[src/rtl/cookie_pkg.sv]
package cookie_pkg;
    typedef enum logic [1:0] {
        CK_NONE    = 2'd0,
        CK_PRIMARY = 2'd1,
        CK_SPARE   = 2'd2,
        CK_BAD     = 2'd3
    } ck_status_e;

    typedef enum logic [1:0] {
        FS_IDLE   = 2'd0,
        FS_STROBE = 2'd1,
        FS_WAIT   = 2'd2
    } fetch_st_e;

    typedef enum logic [1:0] {
        TS_IDLE  = 2'd0,
        TS_FETCH = 2'd1,
        TS_JUDGE = 2'd2
    } top_st_e;
endpackage

[src/rtl/cookie_fetch.sv]
module cookie_fetch
    import cookie_pkg::*;
#(
    parameter int ADDR_W = 13,
    parameter int RD_LAT = 2,
    parameter int NBYTES = 36,
    localparam int IDX_W = $clog2(NBYTES),
    localparam int CNT_W = $clog2(RD_LAT + 1)
) (
    input  logic              clk,
    input  logic              rst_n,
    input  logic              go,
    input  logic [ADDR_W-1:0] base,
    output logic [ADDR_W-1:0] mem_addr,
    output logic              mem_rd,
    input  logic [7:0]        mem_data,
    output logic              byte_vld,
    output logic [IDX_W-1:0]  byte_idx,
    output logic [7:0]        byte_val,
    output logic              last
);
    typedef struct packed {
        fetch_st_e         st;
        logic [ADDR_W-1:0] addr;
        logic [IDX_W-1:0]  idx;
        logic [CNT_W-1:0]  cnt;
    } fetch_s;

    fetch_s q, d;

    always_comb begin
        d        = q;
        byte_vld = 1'b0;
        last     = 1'b0;
        case (q.st)
            FS_IDLE: begin
                if (go) begin
                    d.st   = FS_STROBE;
                    d.addr = base;
                    d.idx  = '0;
                end
            end
            FS_STROBE: begin
                d.st  = FS_WAIT;
                d.cnt = CNT_W'(1);
            end
            FS_WAIT: begin
                if (q.cnt == CNT_W'(RD_LAT)) begin
                    byte_vld = 1'b1;
                    if (q.idx == IDX_W'(NBYTES - 1)) begin
                        last = 1'b1;
                        d.st = FS_IDLE;
                    end else begin
                        d.idx  = q.idx + 1'b1;
                        d.addr = q.addr + 1'b1;
                        d.st   = FS_STROBE;
                    end
                end else begin
                    d.cnt = q.cnt + 1'b1;
                end
            end
            default: d.st = FS_IDLE;
        endcase
    end

    always_ff @(posedge clk) begin
        if (!rst_n) q <= '0;
        else        q <= d;
    end

    assign mem_rd   = (q.st == FS_STROBE);
    assign mem_addr = q.addr;
    assign byte_idx = q.idx;
    assign byte_val = mem_data;


    strobe_gap_chk: assert property (@(posedge clk) disable iff (!rst_n)
        mem_rd |=> !mem_rd);


    addr_step_chk: assert property (@(posedge clk) disable iff (!rst_n)
        (byte_vld && !last) |=> (mem_rd && mem_addr == $past(mem_addr) + 1'b1));
endmodule

[src/rtl/cookie_accum.sv]
module cookie_accum #(
    parameter int          NWORDS  = 17,
    parameter logic [15:0] MAGIC   = 16'h8D74,
    parameter int          MAC_OFF = 4,
    parameter int          MAC_B   = 6,
    parameter int          IDX_W   = 6,
    localparam int         MAC_W   = 8 * MAC_B
) (
    input  logic             clk,
    input  logic             rst_n,
    input  logic             clear,
    input  logic             byte_vld,
    input  logic [IDX_W-1:0] byte_idx,
    input  logic [7:0]       byte_val,
    output logic             pass,
    output logic [MAC_W-1:0] mac
);
    typedef struct packed {
        logic [7:0]       hi;
        logic [15:0]      sum;
        logic             magic;
        logic             match;
        logic [MAC_W-1:0] mac;
    } acc_s;

    acc_s q, d;
    logic [15:0]      word;
    logic [IDX_W-2:0] widx;

    assign word = {q.hi, byte_val};
    assign widx = byte_idx[IDX_W-1:1];

    always_comb begin
        d = q;
        if (clear) begin
            d = '0;
        end else if (byte_vld) begin
            if (!byte_idx[0]) begin
                d.hi = byte_val;
            end else begin
                if (widx == '0) d.magic = (word == MAGIC);
                if (int'(widx) < NWORDS) d.sum = q.sum + word;
                if (int'(widx) == NWORDS) d.match = (q.sum == word);
            end
            for (int b = 0; b < MAC_B; b++) begin
                if (byte_idx == IDX_W'(MAC_OFF + b))
                    d.mac[8*(MAC_B-1-b) +: 8] = byte_val;
            end
        end
    end

    always_ff @(posedge clk) begin
        if (!rst_n) q <= '0;
        else        q <= d;
    end

    assign pass = q.magic && q.match;
    assign mac  = q.mac;


    sum_hold_chk: assert property (@(posedge clk) disable iff (!rst_n)
        (!clear && !(byte_vld && byte_idx[0])) |=> $stable(q.sum));


    hi_hold_chk: assert property (@(posedge clk) disable iff (!rst_n)
        (!clear && !(byte_vld && !byte_idx[0])) |=> $stable(q.hi));
endmodule

[src/rtl/cookie_check.sv]
module cookie_check
    import cookie_pkg::*;
#(
    parameter int          ADDR_W   = 13,
    parameter int          RD_LAT   = 2,
    parameter int          DUP_BASE = 'h280,
    parameter int          NWORDS   = 17,
    parameter logic [15:0] MAGIC    = 16'h8D74,
    parameter int          MAC_OFF  = 4,
    localparam int         NBYTES   = 2 * (NWORDS + 1),
    localparam int         IDX_W    = $clog2(NBYTES)
) (
    input  logic              clk,
    input  logic              rst_n,
    input  logic              start,
    output logic [ADDR_W-1:0] mem_addr,
    output logic              mem_rd,
    input  logic [7:0]        mem_data,
    output logic              done,
    output logic              ok,
    output logic [47:0]       mac,
    output logic [1:0]        status
);
    typedef struct packed {
        top_st_e    st;
        logic       spare;
        logic       done;
        logic       ok;
        ck_status_e status;
        logic [47:0] mac;
    } top_s;

    top_s q, d;

    logic              go;
    logic [ADDR_W-1:0] base;
    logic              byte_vld;
    logic [IDX_W-1:0]  byte_idx;
    logic [7:0]        byte_val;
    logic              last;
    logic              pass;
    logic [47:0]       acc_mac;

    cookie_fetch #(
        .ADDR_W (ADDR_W),
        .RD_LAT (RD_LAT),
        .NBYTES (NBYTES)
    ) u_fetch (
        .clk      (clk),
        .rst_n    (rst_n),
        .go       (go),
        .base     (base),
        .mem_addr (mem_addr),
        .mem_rd   (mem_rd),
        .mem_data (mem_data),
        .byte_vld (byte_vld),
        .byte_idx (byte_idx),
        .byte_val (byte_val),
        .last     (last)
    );

    cookie_accum #(
        .NWORDS  (NWORDS),
        .MAGIC   (MAGIC),
        .MAC_OFF (MAC_OFF),
        .MAC_B   (6),
        .IDX_W   (IDX_W)
    ) u_accum (
        .clk      (clk),
        .rst_n    (rst_n),
        .clear    (go),
        .byte_vld (byte_vld),
        .byte_idx (byte_idx),
        .byte_val (byte_val),
        .pass     (pass),
        .mac      (acc_mac)
    );

    always_comb begin
        d      = q;
        d.done = 1'b0;
        go     = 1'b0;
        base   = '0;
        case (q.st)
            TS_IDLE: begin
                if (start) begin
                    go      = 1'b1;
                    d.spare = 1'b0;
                    d.st    = TS_FETCH;
                end
            end
            TS_FETCH: begin
                if (last) d.st = TS_JUDGE;
            end
            TS_JUDGE: begin
                if (pass) begin
                    d.done   = 1'b1;
                    d.ok     = 1'b1;
                    d.status = q.spare ? CK_SPARE : CK_PRIMARY;
                    d.mac    = acc_mac;
                    d.st     = TS_IDLE;
                end else if (!q.spare) begin
                    go      = 1'b1;
                    base    = ADDR_W'(DUP_BASE);
                    d.spare = 1'b1;
                    d.st    = TS_FETCH;
                end else begin
                    d.done   = 1'b1;
                    d.ok     = 1'b0;
                    d.status = CK_BAD;
                    d.mac    = '0;
                    d.st     = TS_IDLE;
                end
            end
            default: d.st = TS_IDLE;
        endcase
    end

    always_ff @(posedge clk) begin
        if (!rst_n) q <= '0;
        else        q <= d;
    end

    assign done   = q.done;
    assign ok     = q.ok;
    assign mac    = q.mac;
    assign status = q.status;


    done_pulse_chk: assert property (@(posedge clk) disable iff (!rst_n)
        done |=> !done);


    hold_out_chk: assert property (@(posedge clk) disable iff (!rst_n)
        !done |-> ($stable(ok) && $stable(status) && $stable(mac)));


    verdict_chk: assert property (@(posedge clk) disable iff (!rst_n)
        done |-> (ok == (status != CK_BAD)));


    bad_mac_chk: assert property (@(posedge clk) disable iff (!rst_n)
        (done && !ok) |-> (mac == '0));


    busy_start_chk: assert property (@(posedge clk) disable iff (!rst_n)
        (q.st == TS_FETCH && start && !last) |=> (q.st == TS_FETCH));
endmodule

[config.mk]
export PLATFORM = sky130hd
export DESIGN_NAME = cookie_check
export DESIGN_NICKNAME = d
export VERILOG_FILES = /design/src/rtl/cookie_pkg.sv /design/src/rtl/cookie_fetch.sv /design/src/rtl/cookie_accum.sv /design/src/rtl/cookie_check.sv
export SDC_FILE = /design/constraint.sdc
export NUM_CORES = 1
export LEC_CHECK = 0
export BUFFER_PORTS_ARGS = -buffer_cell sky130_fd_sc_hd__buf_2
export CORE_ASPECT_RATIO = 0.75
export CORE_UTILIZATION = 58
export DETAILED_ROUTE_END_ITERATION = 8
export MAX_ROUTING_LAYER = met4
export PLACE_DENSITY = 0.79
export SYNTH_ARGS = -nofsm -noshare
export SYNTH_HDL_FRONTEND = slang
export SYNTH_SLANG_ARGS = --single-unit
[constraint.sdc]
create_clock -name clk -period 2.4 [get_ports clk]
set_clock_uncertainty 0.05 [all_clocks]
set_input_delay 0.48 -clock clk [delete_from_list [all_inputs] [get_ports clk]]
set_output_delay 0.48 -clock clk [all_outputs]
set_load 0.005 [all_outputs]
==> results of run 1 <==
per-stage QoR:
step	total power, mW	worst slack [ns]	TNS (ns)
3_5_place_dp	2.817	-0.1654	-0.4375
6_report	5.436	0.1783	0
3_3_place_gp	2.815	-0.1385	-0.2465
5_1_grt	5.579	0.03909	0
2_1_floorplan	2.726	0.1441	0
4_1_cts	5.445	0.1156	0
power groups by stage:
stage | clock network [mW] | logic (mW) | registers [mW]
after floorplan | 0 | 0.135 | 2.59
after global placement | 0 | 0.218 | 2.60
after detailed placement | 0 | 0.220 | 2.60
after CTS | 2.68 | 0.222 | 2.54
after global routing | 2.79 | 0.244 | 2.54
final | 2.67 | 0.224 | 2.54
sequential cells by signal (all words and copies together), names as in the netlist:
register,cells
done,1
mac,48
status,2
u_accum.q,26
ok,1
q,3
u_fetch.q,4
u_accum.mac,48
u_fetch.byte_idx,6
u_fetch.mem_addr,13
area by class of cell:
class / count / share of cell area (%)
clock buffers: 18 / 5.369
multi-input cells: 570 / 43.87
flip-flops and latches: 152 / 37.20
well taps: 166 / 2.539
inverters: 12 / 0.5506
repair buffers: 115 / 8.688
clock inverters: 13 / 1.790
cells in the final DEF, fill, tap and decap left out, types with 11 or more instances in the layout:
cell type,netlist,final
a21boi_0,53,53
dfxtp_1,152,152
nand4_1,12,12
buf_4,63,36
xnor2_1,11,11
o21ai_0,14,13
ha_1,24,24
buf_2,8,76
nor2_1,84,84
nand3_1,69,69
clkbuf_16,0,17
xor2_1,11,11
nand2_1,107,107
a21oi_1,34,34
mux2i_1,51,51
inv_1,11,11
cell usage after synthesis (all sizes together) (2+ instances only):
library cell	count	area, sq um
a21oi	34	170.2
nand2b	2	12.51
clkbuf	43	161.4
a21o	8	60.06
or4	4	33.78
and2	6	40.04
or2	2	12.51
nor4	8	50.05
a211o	3	26.28
buf	73	528.0
nand4	12	75.07
or3	2	17.52
xor2	11	96.34
nand3	75	405.4
a211oi	2	20.02
o21ai	16	83.83
nor2	84	315.3
nor3b	5	47.54
inv	11	41.29
mux2i	51	510.5
a21boi	53	397.9
dfxtp	152	3043
xnor2	11	96.34
ha	24	300.3
a31oi	2	12.51
o31ai	3	22.52
nand2	107	401.6
o22ai	2	12.51
nor3	10	60.06
nor2b	4	25.02
o21bai	2	15.01
nand3b	2	15.01
nor4b	2	17.52
and3	3	18.77
and4	3	26.28
final timing paths:
| path | slack [ns] | to | start |
|---|---|---|---|
| setup reg to reg | 0.18 | u_accum.q[62] | u_accum.q[50] |
| hold reg to reg | 0.41 | mac[30] | mac[30] |
| hold / removal | 0.34 | q[53] | rst_n |
| setup / recovery | 0.18 | u_accum.q[62] | u_accum.q[50] |
kinds of logic (layout without fill, tap and decap cells):
logic type,Yosys count,after routing,share of synthesized area (%)
compound gates,136,136,12.49
buf+inv,128,158,10.01
mux,51,51,6.960
simple gates,336,336,22.06
xor+xnor,22,22,2.627
fa+ha+maj,25,25,4.367
flops,152,152,41.49
worst max-delay path, delay by kind of cell, from the launching register on:
family                     cells  cell delay, ns
AOI/OAI and AO/OA              4            0.90
DFF                            1            0.31
adders and majority gates      2            0.63
and+or+nand+nor                2            0.22
per-layer routing:
layer  wire length [um]  track usage, %  part of all wire, %  vias to the layer above
met5                  0               -                    0                        -
met4                191           7.692                  1.2                        0
met3                949           5.454                  6.0                       21
met2               6981           39.40                   44                      174
met1               7657           35.24                   49                     2768
li1                   -               -                    -                     2890
==> impl_metrics.json, run 1 <==
{
  "intPower_mw": 4.183,
  "numPortBuffers": 76,
  "num-fill-cells": 974,
  "numCtsBuffers": 17,
  "synth_fp_nets": 886,
  "hold_class": "in2reg",
  "ant_nets": 0,
  "p_seq_share_pct": 46.7,
  "clk_pin_slew_ns": 0.06,
  "switching_share_pct": 23.06,
  "cp-start-kind": "flop",
  "cts-root-buf": "clkbuf_16",
  "synth_top_flop_cell": "dfxtp_1",
  "track_usage_pct": 26.10,
  "clock-sinks": 152,
  "hold_buffers": 0,
  "final_util_pct": 66.48,
  "worstPathRequired_ns": 2.66,
  "placed_area_sq_um": 7581,
  "drt-initial-drc-count": 365,
  "fmax_mhz": 450.1,
  "synth_cell_type_count": 65,
  "fin_cells": 1046,
  "die_h_um": 99.39,
  "finalInstanceArea_sq_um": 8180,
  "ys_warn_count": 0,
  "area_delta_synth_final_pct": 11.53,
  "ys_ff_latch": 152,
  "clk_latency_ns": 0.43,
  "final_nets": 904,
  "max-cap-violations": 0,
  "synth_cells": 850,
  "grt_first_pass_wirelength_um": 26650,
  "drive_above_1_share_pct": 19.20,
  "path_max_fanout": 3,
  "cts_tree": "built",
  "vias_per_cell": 5.596,
  "post_cts_buffers": 0,
  "crit_arrival_ns": 2.48,
  "path_cells": "ha_1 > fa_1 > a21oi_1 > a2bb2oi_2 > a21oi_1 > a221oi_1 > or4_1 > nand3_1",
  "antenna_found_initial": 0,
  "crit_slowest_cell": "fa_1",
  "routed_wl_um": 15780,
  "min_period_ns": 2.222,
  "cts_resized": 0,
  "finalSetupViolCount": 0,
  "worst_slew_pin_slew_ns": 0.5503,
  "ys_seq_area_share_pct": 41.49,
  "endpoint_kind": "flop",
  "regArea_sq_um": 3043,
  "min_path_cells": 2,
  "leakagePower_nw": 3.583,
  "drc": 0,
  "grt_remaining_overflow": 0,
  "reg2reg_depth": 8,
  "synthArstFlopShare_pct": 0,
  "avgSynthCellArea_sq_um": 8.629,
  "grt_pass1_vias": 5335,
  "synth_edf_count": 0,
  "slew_headroom_pct": 63.18,
  "p_comb_share_pct": 4.1,
  "die_area_sq_um": 13100,
  "die_w_um": 131.9,
  "cpMostUsedCell": "a21oi_1",
  "io_pins": 77,
  "dr.pass1.iters": 5,
  "status": "finished clean",
  "wire_per_inst_um": 15.09,
  "hold_slack_ns": 0.3436,
  "start_util_pct": 59.60,
  "multi_input_area_sq_um": 3588,
  "coreArea_sq_um": 12310,
  "vdd.ir_drop.worst_v": 0.0005846,
  "rows": 35,
  "p_clk_share_pct": 49.1,
  "gp_congestion": 0.9166,
  "cpPeakStageDelay_ns": 0.42,
  "via_count": 5853,
  "cts_buffer_depth": 2,
  "switchingPower_mw": 1.254,
  "final-hold-violation-count": 0,
  "post-route-period-util_pct": 92.57,
  "grt_setup_unrepaired": "no",
  "grt_max_degree": 53,
  "maxSlewViolCount": 0,
  "dp.final_hpwl_um": 10430,
  "power.density_nw_per_um2": 664.6,
  "htree_levels": 4,
  "num_antenna_cells": 0,
  "placed_cells": 1015,
  "netlist_area_sq_um": 7335,
  "path_class": "reg2reg"
}
(Power assumes the default switching activity.)
==> inputs of run 2 (changes only) <==
--- a/config.mk
+++ b/config.mk
@@ -11,6 +11,8 @@
 export DETAILED_ROUTE_END_ITERATION = 8
 export MAX_ROUTING_LAYER = met4
 export PLACE_DENSITY = 0.79
+export RECOVER_POWER = 50
+export SLEW_MARGIN = 30
 export SYNTH_ARGS = -nofsm -noshare
 export SYNTH_HDL_FRONTEND = slang
 export SYNTH_SLANG_ARGS = --single-unit
==> impl_metrics.json, run 2 (same netlist as run 1, synthesis figures left out) <==
{
  "die_w_um": 131.9,
  "vias_per_cell": 5.586,
  "final_cell_mix": "dfxtp_1, nand2_1, nor2_1",
  "cts_tree": "built",
  "slew_headroom_pct": 30.77,
  "clock-sinks": 152,
  "coreArea_sq_um": 12310,
  "start_util_pct": 59.60,
  "hold_slack_ns": 0.3494,
  "maxSlewViolCount": 0,
  "worst_slew_pin_slew_ns": 1.038,
  "final-hold-violation-count": 0,
  "drc": 0,
  "fmax_mhz": 447.7,
  "cts-root-buf": "clkbuf_16",
  "io_pins": 77,
  "die_h_um": 99.39,
  "dp.final_hpwl_um": 10430,
  "setup_ws_ns": 0.1666,
  "rows": 35,
  "max-cap-violations": 0,
  "drt-initial-drc-count": 439,
  "grt_pass1_vias": 5335,
  "antenna_found_initial": 0,
  "power.density_nw_per_um2": 666.6,
  "final_nets": 904,
  "clk_latency_ns": 0.42,
  "worstPathRequired_ns": 2.66,
  "path_class": "reg2reg",
  "cts_buffer_depth": 2,
  "track_usage_pct": 26.10,
  "hold_buffers": 0,
  "fin_cells": 1046,
  "ant_nets": 0,
  "min_period_ns": 2.233,
  "htree_levels": 4,
  "numPortBuffers": 76,
  "finalSetupViolCount": 0,
  "vdd.ir_drop.worst_v": 0.0005779,
  "status": "finished clean",
  "clk_pin_slew_ns": 0.06,
  "via_count": 5843,
  "cpMostUsedCell": "a21oi_1",
  "final_common_cell": "dfxtp_1",
  "grt_max_degree": 53,
  "num_antenna_cells": 0,
  "dp_slack_ns": -0.1654,
  "gp_congestion": 0.9166,
  "placed_cells": 1015,
  "area_delta_synth_final_pct": 10.88,
  "post-route-period-util_pct": 93.06,
  "dr.pass1.iters": 5,
  "grt_setup_unrepaired": "no",
  "crit_slowest_cell": "fa_1",
  "endpoint_kind": "flop",
  "path_cells": "ha_1 > fa_1 > a21oi_1 > a2bb2oi_2 > a21oi_1 > a221oi_1 > or4_1 > nand3_1",
  "numCtsBuffers": 17,
  "cp-start-kind": "flop",
  "routed_wl_um": 15740,
  "grt_remaining_overflow": 0,
  "hold_class": "in2reg",
  "wire_per_inst_um": 15.04,
  "crit_arrival_ns": 2.49,
  "path_max_fanout": 3,
  "cpPeakStageDelay_ns": 0.42,
  "die_area_sq_um": 13100,
  "drive_above_1_share_pct": 16.93,
  "leakagePower_nw": 3.490,
  "grt_first_pass_wirelength_um": 26650
}
-- run 2: cell count changes in the layout (fill, tap and decap cells not counted), moves of 4 or more --
| cell | previous run | this run |
|---|---|---|
| clkbuf_2 | 0 | 4 |
| buf_4 | 36 | 32 |
| clkbuf_1 | 0 | 19 |
| buf_2 | 76 | 56 |
-- run 2: path summary, 6_finish.rpt --
path                 start             to  slack [ns]  depth (start not counted)
max reg2reg  u_accum.q[50]  u_accum.q[62]        0.17                          8
max          u_accum.q[50]  u_accum.q[62]        0.17                          8
min reg2reg        mac[20]        mac[20]        0.41                          2
min                  rst_n          q[53]        0.35                          2
-- run 2: per-layer routing --
| metal | track usage [%] | vias to the layer above | share of wire, % | wire, um |
|---|---|---|---|---|
| met4 | 7.692 | 0 | 1.1 | 172 |
| met1 | 35.24 | 2742 | 48 | 7543 |
| met3 | 5.454 | 18 | 6.7 | 1052 |
| met5 | - | - | 0 | 0 |
| met2 | 39.40 | 191 | 44 | 6967 |
| li1 | - | 2892 | - | - |
-- run 2: metrics by stage --
step / cell area, sq um / TNS, ns / power [mW] / utilization (%)
after CTS: 8167 / 0 / 5.445 / 66.37
after floorplan: 7335 / 0 / 2.726 / -
after global routing: 8133 / 0 / 5.578 / 66.09
after global placement: 7581 / -0.2465 / 2.815 / 61.61
final: 8133 / 0 / 5.422 / 66.09
after detailed placement: 7581 / -0.4375 / 2.817 / 61.61
-- run 2: cell type report --
cell class                 instances  area (sq um)
clock buffer                      18         439.2
timing repair buffer             115         663.1
clock inverter                    13         146.4
fill                             990          4173
sequential                       152          3043
tap                              166         207.7
multi-input combinational        570          3588
inverter                          12         45.04
-- run 2: worst max-delay path, delay by kind of cell (launching register included) --
family                   cells  cell delay (ns)
adder cells (fa/ha/maj)      2             0.63
AND/OR/NAND/NOR              2             0.22
AO/OA/AOI/OAI                4             0.91
flip-flops                   1             0.32
-- run 2: repair_timing --
action | CTS | global route
endpoints found under the hold margin | 0 | 0
setup buffers | 0 | 0
setup endpoints to repair | 0 | 2
resized for setup | 0 | 2
-- run 2: power breakdown --
group	internal, mW	switching, mW	leakage, nW
clock	1.57	1.09	0.288
sequential	2.53	0.0111	1.22
combinational	0.0863	0.137	1.98
total	4.18	1.24	3.49
==> inputs of run 3 (changes only) <==
==> constraint.sdc (replaced) <==
create_clock -name clk -period 2.4 [get_ports clk]
set_clock_uncertainty 0.05 [all_clocks]
set_input_delay 0.36 -clock clk [delete_from_list [all_inputs] [get_ports clk]]
set_output_delay 0.36 -clock clk [all_outputs]
set_load 0.005 [all_outputs]
==> impl_metrics.json, run 3 (same netlist as run 1, synthesis figures left out) <==
{
  "crit_buf_inv": 0,
  "max-cap-violations": 0,
  "antenna_found_initial": 0,
  "cts-root-buf": "clkbuf_16",
  "grt_pass1_vias": 5518,
  "dp_slack_ns": -0.01055,
  "cts_tree": "built",
  "leakagePower_nw": 3.394,
  "finalSetupViolCount": 0,
  "maxSlewViolCount": 0,
  "drc": 0,
  "min_period_ns": 2.215,
  "final-hold-violation-count": 0,
  "endpoint_kind": "flop",
  "final_common_cell": "dfxtp_1",
  "coreArea_sq_um": 12310,
  "rows": 35,
  "cpMostUsedCell": "o31ai_1",
  "clock-sinks": 152,
  "die_area_sq_um": 13100,
  "cp-start-kind": "flop",
  "vias_per_cell": 5.625,
  "grt_max_degree": 52,
  "path_delay_family": "compound AO/OA/AOI/OAI gates",
  "grt_first_pass_wirelength_um": 26860,
  "crit_slowest_cell": "ha_1",
  "die_h_um": 99.39,
  "grt_setup_unrepaired": "no",
  "htree_levels": 4,
  "path_max_fanout": 5,
  "slew_headroom_pct": 30.00,
  "gp_congestion": 0.9439,
  "io_pins": 77,
  "drt-initial-drc-count": 531,
  "numCtsBuffers": 17,
  "final_nets": 896,
  "post-route-period-util_pct": 92.28,
  "numPortBuffers": 76,
  "setup_ws_ns": 0.1853,
  "crit_arrival_ns": 2.50,
  "drive_above_1_share_pct": 15.23,
  "clk_latency_ns": 0.43,
  "status": "finished clean",
  "power.density_nw_per_um2": 680.0,
  "clk_pin_slew_ns": 0.07,
  "path_class": "reg2reg",
  "path_cells": "ha_1 > a21o_1 > a31o_2 > nor3_1 > o31ai_1 > xnor2_1 > o31ai_1",
  "grt_remaining_overflow": 0,
  "track_usage_pct": 26.34,
  "final_cell_mix": "dfxtp_1, nand2_1, nor2_1",
  "start_util_pct": 59.60,
  "vdd.ir_drop.worst_v": 0.0005471,
  "worstPathRequired_ns": 2.69,
  "ant_nets": 0,
  "routed_wl_um": 15970,
  "die_w_um": 131.9,
  "area_delta_synth_final_pct": 9.860,
  "hold_class": "in2reg",
  "cts_buffer_depth": 2,
  "hold_buffers": 0,
  "dp.final_hpwl_um": 10520,
  "wire_per_inst_um": 15.37,
  "fmax_mhz": 451.5,
  "worst_slew_pin_slew_ns": 1.050,
  "tns_ns": 0,
  "via_count": 5844,
  "num_antenna_cells": 0,
  "cpPeakStageDelay_ns": 0.34,
  "dr.pass1.iters": 5
}
run 3: cell types whose count changed in the layout (fill, tap and decap cells not counted), sizes merged:
cell	previous run	this run
buf	91	77
clkbuf	42	48
clkinv	8	4
inv	14	17
clkinvlp	1	3
run 3: power breakdown:
part / internal, mW / switching (mW) / leakage, nW
clock: 1.59 / 1.14 / 0.288
sequential: 2.53 / 0.0106 / 1.22
combinational: 0.0768 / 0.133 / 1.88
run 3: routing by layer:
| metal | up-vias | share of wire [%] | GRT usage [%] |
|---|---|---|---|
| met5 | - | 0 | - |
| met4 | 0 | 2.1 | 10.20 |
| met3 | 33 | 5.9 | 4.893 |
| met2 | 175 | 45 | 39.97 |
| met1 | 2752 | 47 | 34.89 |
| li1 | 2884 | - | - |
run 3: path summary, 6_finish.rpt:
path	start	to	slack, ns	cells after the start
hold reg to reg	u_accum.q[57]	u_accum.q[57]	0.40	2
setup / recovery	u_accum.q[54]	u_accum.q[61]	0.19	7
hold / removal	start	q[52]	0.28	4
setup reg to reg	u_accum.q[54]	u_accum.q[61]	0.19	7
run 3: metrics by stage:
step | util, % | total power [mW] | hold WS, ns | area, sq um | instances
2_1_floorplan | - | 2.726 | 0.3856 | 7335 | 850
3_3_place_gp | 60.92 | 2.803 | 0.3942 | 7496 | 1007
3_5_place_dp | 60.92 | 2.805 | 0.3969 | 7496 | 1007
4_1_cts | 65.81 | 5.486 | 0.2816 | 8098 | 1039
5_1_grt | 65.48 | 5.630 | 0.3304 | 8058 | 1039
6_report | 65.48 | 5.479 | 0.2818 | 8058 | 1039
run 3: worst register-to-register path: stages, from the launching register on:
cell and delay (ns):
dfxtp_1 0.33, ha_1 0.34, a21o_1 0.24, a31o_2 0.26, nor3_1 0.33, o31ai_1 0.22
xnor2_1 0.16, o31ai_1 0.20
run 3: area by class of cell:
type                       count  area (sq um)
inverter                      12         45.04
timing repair buffer         107         576.8
clock inverter                14         162.7
multi-input combinational    570          3583
fill                        1016          4248
sequential                   152          3043
tap                          166         207.7
clock buffer                  18         439.2
run 3: repair_timing:
item                       CTS  global route
buffers inserted             0             0
resized for setup            0             2
setup endpoints to repair    0             4
hold endpoints to repair     0             0
